## config.mk

```make
export PLATFORM = sky130hd
export DESIGN_NAME = ckpt_fifo
export DESIGN_NICKNAME = d
export VERILOG_FILES = /design/src/rtl/ckpt_fifo_pkg.sv /design/src/rtl/ckpt_ptr_unit.sv /design/src/rtl/ckpt_store.sv /design/src/rtl/ckpt_level.sv /design/src/rtl/ckpt_fifo.sv
export SDC_FILE = /design/constraint.sdc
export NUM_CORES = 1
export LEC_CHECK = 0
export BUFFER_PORTS_ARGS = -buffer_cell sky130_fd_sc_hd__buf_2
export CORE_AREA = 10 10 141 169
export DETAILED_ROUTE_END_ITERATION = 10
export DIE_AREA = 0 0 151 179
export MAX_ROUTING_LAYER = met4
export PLACE_DENSITY_LB_ADDON = 0.3
export SYNTH_ARGS = -nofsm -noshare
export SYNTH_HDL_FRONTEND = slang
export SYNTH_HIERARCHICAL = 1
export SYNTH_SLANG_ARGS = --single-unit
```

## constraint.sdc

```tcl
create_clock -name clk -period 4 [get_ports clk]
set_input_delay 0.6 -clock clk [delete_from_list [all_inputs] [get_ports clk]]
set_output_delay 0.6 -clock clk [all_outputs]
set_load 0.1 [all_outputs]
```

## src/rtl/ckpt_fifo_pkg.sv

```systemverilog
// Package: shared types for the checkpointed FIFO.
// Assumes nothing beyond IEEE 1800-2017 packages.
package ckpt_fifo_pkg;

    // Action a live pointer takes on the next clock edge.
    typedef enum logic [1:0] {
        PA_HOLD = 2'd0,
        PA_STEP = 2'd1,
        PA_LOAD = 2'd2
    } ptr_action_e;

endpackage

```

## src/rtl/ckpt_ptr_unit.sv

```systemverilog
// Module: one live pointer plus its checkpoint register.
// The restore input (active low) overrides a step request. The save input
// captures the pre-edge pointer value. Save and restore together exchange
// the two values. Assumes the step request is already qualified by the
// caller's full/empty condition.
module ckpt_ptr_unit
    import ckpt_fifo_pkg::*;
#(
    parameter int PTR_W = 5
) (
    input  logic             clk,
    input  logic             rst_n,
    input  logic             step_req,
    input  logic             restore_n,
    input  logic             save,
    output logic [PTR_W-1:0] ptr,
    output logic [PTR_W-1:0] chk,
    output logic             advanced
);

    ptr_action_e action;

    // Choose the pointer action: restore wins over a step.
    always_comb begin
        if (!restore_n)
            action = PA_LOAD;
        else if (step_req)
            action = PA_STEP;
        else
            action = PA_HOLD;
    end

    assign advanced = (action == PA_STEP);

    // Update the live pointer.
    always_ff @(posedge clk) begin
        if (!rst_n)
            ptr <= '0;
        else begin
            case (action)
                PA_LOAD: ptr <= chk;
                PA_STEP: ptr <= ptr + 1'b1;
                default: ptr <= ptr;
            endcase
        end
    end

    // Capture the checkpoint from the pre-edge live pointer.
    always_ff @(posedge clk) begin
        if (!rst_n)
            chk <= '0;
        else if (save)
            chk <= ptr;
    end

    AST_RESTORE_LOADS: assert property (@(posedge clk) disable iff (!rst_n)
        !restore_n |=> ptr == $past(chk));
    AST_STEP_ADVANCES: assert property (@(posedge clk) disable iff (!rst_n)
        (step_req && restore_n) |=> ptr == $past(ptr) + 1'b1);
    AST_SAVE_CAPTURES: assert property (@(posedge clk) disable iff (!rst_n)
        save |=> chk == $past(ptr));
    AST_CHK_HOLDS: assert property (@(posedge clk) disable iff (!rst_n)
        !save |=> $stable(chk));

endmodule

```

## src/rtl/ckpt_store.sv

```systemverilog
// Module: word storage, one synchronous write port and one
// asynchronous (show-ahead) read port. Contents are not reset; the
// pointers decide which slots hold valid data.
module ckpt_store #(
    parameter int DATA_W = 18,
    parameter int ADDR_W = 4
) (
    input  logic              clk,
    input  logic              we,
    input  logic [ADDR_W-1:0] waddr,
    input  logic [DATA_W-1:0] wdata,
    input  logic [ADDR_W-1:0] raddr,
    output logic [DATA_W-1:0] rdata
);

    localparam int DEPTH = 1 << ADDR_W;

    logic [DATA_W-1:0] mem [DEPTH];

    // Write one word per accepted push.
    always_ff @(posedge clk) begin
        if (we)
            mem[waddr] <= wdata;
    end

    // Present the word at the read address.
    assign rdata = mem[raddr];

endmodule

```

## src/rtl/ckpt_level.sv

```systemverilog
// Module: fill level and flags from the two extended pointers.
// Assumes both pointers are ADDR_W+1 bits. Purely combinational, so
// flags follow the registered pointers from the edge that moved them.
module ckpt_level #(
    parameter int ADDR_W = 4
) (
    input  logic [ADDR_W:0] wr_ptr,
    input  logic [ADDR_W:0] rd_ptr,
    output logic [ADDR_W:0] level,
    output logic            empty,
    output logic            full
);

    localparam logic [ADDR_W:0] DEPTH_V = 1 << ADDR_W;

    // Derive level modulo twice the depth, then the flags.
    always_comb begin
        level = wr_ptr - rd_ptr;
        empty = (wr_ptr == rd_ptr);
        full  = (wr_ptr[ADDR_W] != rd_ptr[ADDR_W]) &&
                (wr_ptr[ADDR_W-1:0] == rd_ptr[ADDR_W-1:0]);
    end

endmodule

```

## src/rtl/ckpt_fifo.sv

```systemverilog
// Module: top of the checkpointed single-clock FIFO.
// Two pointer units (read, write) each carry a checkpoint. Storage is a
// register array with show-ahead read. Assumes the user does not restore a
// pointer past data that has since been overwritten or freed.
module ckpt_fifo #(
    parameter int DATA_W = 18,
    parameter int ADDR_W = 4
) (
    input  logic              clk,
    input  logic              rst_n,
    input  logic              push,
    input  logic [DATA_W-1:0] wr_data,
    input  logic              pop,
    output logic [DATA_W-1:0] rd_data,
    input  logic              save_rd,
    input  logic              restore_rd_n,
    input  logic              save_wr,
    input  logic              restore_wr_n,
    output logic [ADDR_W:0]   level,
    output logic              empty,
    output logic              full
);

    localparam int PTR_W = ADDR_W + 1;

    logic [PTR_W-1:0] wr_ptr, rd_ptr, wr_chk, rd_chk;
    logic             wr_adv, rd_adv;

    ckpt_ptr_unit #(.PTR_W(PTR_W)) u_wr_ptr (
        .clk(clk), .rst_n(rst_n),
        .step_req(push && !full), .restore_n(restore_wr_n), .save(save_wr),
        .ptr(wr_ptr), .chk(wr_chk), .advanced(wr_adv)
    );

    ckpt_ptr_unit #(.PTR_W(PTR_W)) u_rd_ptr (
        .clk(clk), .rst_n(rst_n),
        .step_req(pop && !empty), .restore_n(restore_rd_n), .save(save_rd),
        .ptr(rd_ptr), .chk(rd_chk), .advanced(rd_adv)
    );

    ckpt_store #(.DATA_W(DATA_W), .ADDR_W(ADDR_W)) u_store (
        .clk(clk), .we(wr_adv),
        .waddr(wr_ptr[ADDR_W-1:0]), .wdata(wr_data),
        .raddr(rd_ptr[ADDR_W-1:0]), .rdata(rd_data)
    );

    ckpt_level #(.ADDR_W(ADDR_W)) u_level (
        .wr_ptr(wr_ptr), .rd_ptr(rd_ptr),
        .level(level), .empty(empty), .full(full)
    );

    AST_NO_OVERFLOW: assert property (@(posedge clk) disable iff (!rst_n)
        (full && restore_wr_n) |=> $stable(wr_ptr));
    AST_NO_UNDERFLOW: assert property (@(posedge clk) disable iff (!rst_n)
        (empty && restore_rd_n) |=> $stable(rd_ptr));
    AST_FLAGS_EXCLUSIVE: assert property (@(posedge clk) disable iff (!rst_n)
        !(empty && full));
    AST_RD_ADV_NOT_EMPTY: assert property (@(posedge clk) disable iff (!rst_n)
        rd_adv |-> !empty && restore_rd_n);

endmodule

```

==> impl_metrics.py <==
metrics = {
    "power": {
        "clkPwrFrac": 0.397,
        "p_switching_uw": 1670,
        "pwr-share-comb": 0.106,
        "leakage_uw": 0.00453,
        "netSwitchingFraction": 0.232,
        "irDropWorstVdd_mv": 0.333,
        "pwr-share-seq": 0.497,
        "powerDensity_mw_per_mm2": 525,
        "p_int_uw": 5530,
    },
    "sta": {
        "fmax_ghz": 0.288,
        "fin_crit_ns": 3.47,
        "worstMarginPinSlew_ns": 1.06,
        "setup_tns_ns": 0,
        "clock_skew_ns": 0.0107,
        "finalHoldViolations": 0,
        "period_share": 0.868,
        "finalSetupViolCount": 0,
        "rsz0062_at_grt": "no",
        "setup_ws_ns": 0.529,
        "drv_slew": 0,
        "relSlewSlack": 0.291,
    },
    "clock_tree": {
        "worst_skew_pair.late_latency_ns": 0.53,
        "cts_buffer_depth": 3,
        "cts_tree": "done",
        "ctsResizeCount": 0,
        "postCtsHoldBufs": 0,
        "cts.sinks": 308,
        "path_clk_slew_ns": 0.06,
        "cts_max_level": 1,
        "cts_setup_buffers": 0,
        "cts-buffers-inserted": 28,
        "root_buffer": "clkbuf_16",
    },
    "setup_path": {
        "required_ns": 3.40,
        "timing.rr.start": "u_wr_ptr/ptr[0]",
        "critPathArrivalTime_ns": 2.87,
        "critPathLaunch": "u_rd_ptr/ptr[1]",
        "critical_path_class": "register to primary output",
        "start_kind": "register",
        "path_max_fanout": 76,
        "ff2ff_path_depth": 9,
        "cp-end-kind": "primary output",
    },
    "detailed_routing": {
        "highest_layer": "met4",
        "num_vias": 5882,
        "wirelength_mm": 23.7,
        "drtAntennaViolNets": 0,
        "wl_per_cell_um": 25.2,
        "routed_via_density": 6.24,
        "detail_route.iter0.violations": 565,
        "met3_length_mm": 1.63,
        "drc": 0,
        "drt-pass1-iter-count": 5,
        "wl_met1_mm": 9.37,
        "wl_met2_mm": 12.3,
    },
    "synthesis": {
        "synth_nets": 606,
        "yosysWarnings": 6,
        "syn_area_mm2": 0.0120,
        "synth_area_per_cell_um2": 21.0,
        "synthCells": 573,
    },
    "global_routing": {
        "grt_start_max_net_pins": 77,
        "grt-ovfl-total": 0,
        "grt_pass1_vias": 6161,
        "grt_pass1_wl_mm": 36.7,
        "gr-usage-all-layers": 0.185,
        "grt_antenna_before_repair": 0,
    },
    "cells_and_area": {
        "drive_gt1_frac": 0.286,
        "fin_nets": 683,
        "fillCellCount": 1324,
        "diodes": 0,
        "instances_no_fill": 942,
        "area_growth_pct": 14.1,
    },
    "die": {
        "die_h_um": 179,
        "initial_core_util": 0.583,
        "pin_count": 51,
        "die_area_mm2": 0.0270,
        "coreArea_mm2": 0.0206,
        "rows": 58,
        "die_x_um": 151,
    },
    "placement": {
        "portBuffers": 50,
        "finalWeightedCongestion": 0.805,
        "post-place-cells": 890,
        "dp_slack_ns": 0.839,
        "dp_hpwl_mm": 14.5,
    },
    "flow_run": {
        "drv_cap": 0,
    },
    "min_path": {
        "min_path_type": "input pin to register",
        "whs_path_depth": 2,
        "min_from": "restore_wr_n",
    },
    "run_status": {
        "outcome": "complete, no violations",
    },
}
## cell usage in the layout (no fill, tap or decap), types with 3 or more instances in the layout
cell type,instances
nor2_2,13
mux4_1,22
mux4_2,50
clkinv_2,4
edfxtp_1,288
clkbuf_1,4
nand4_1,5
buf_4,24
nor3_2,3
a22oi_1,36
o21ai_0,6
o211a_1,4
clkbuf_16,29
clkinv_1,6
dfxtp_1,18
a21oi_1,7
nor2b_1,10
bufinv_16,7
nand2_1,26
xnor2_1,4
ha_1,6
inv_1,7
buf_2,50
xor2_1,8
mux2i_1,12
## path summary, 6_finish.rpt
kind / end / slack, ns
worst max register to register: u_store/mem[3][4] / 0.82
worst min-delay path: u_wr_ptr/ptr[3] / 0.38
worst min register to register: u_wr_ptr/ptr[0] / 0.51
worst max-delay path: rd_data[9] / 0.53
## flip-flops by register name, indices dropped and copies added (netlist names)
signal and flops:
u_wr_ptr/chk 5, u_wr_ptr/ptr 5, u_rd_ptr/chk 5, u_store/mem 288
u_rd_ptr/ptr 5
## power groups by stage
stage	logic (uW)	registers [uW]	clock network, uW
after floorplan	595	3640	0
after global placement	757	3640	0
after detailed placement	768	3650	0
after CTS	772	3580	2900
after global routing	807	3580	3040
final	763	3580	2860
## metrics by stage
step                      total power (uW)  utilization  instance area (um^2)  hold WS [ns]
after floorplan                       4230            -                 12000         0.472
after global placement                4400        0.616                 12700         0.478
after detailed placement              4410        0.616                 12700         0.480
after CTS                             7250        0.665                 13700         0.375
after global routing                  7420        0.665                 13700         0.384
final                                 7200        0.665                 13700         0.382
## layer usage
| layer | vias up | track usage |
|---|---|---|
| met5 | - | - |
| met4 | 0 | 0.0482 |
| met3 | 46 | 0.0326 |
| met2 | 235 | 0.298 |
| met1 | 3066 | 0.240 |
| li1 | 2535 | - |
## cell type report
| cell class | count | area, um^2 | share of cell area |
|---|---|---|---|
| Multi-Input combinational cell | 231 | 2850 | 0.208 |
| Clock buffer | 33 | 741 | 0.0540 |
| Sequential cell | 308 | 9050 | 0.661 |
| Tap cell | 270 | 338 | 0.0246 |
| Timing Repair Buffer | 74 | 430 | 0.0314 |
| Inverter | 7 | 26.3 | 0.00192 |
| Clock inverter | 19 | 269 | 0.0196 |
## worst max-delay path: stages (launching register included)
cell     delay [ns]
dfxtp_2        0.32
buf_4          0.79
mux4_1         0.41
a22oi_1        0.38
nand2_1        0.11
buf_2          0.31
Note: power is estimated with default switching activity, not from simulation.
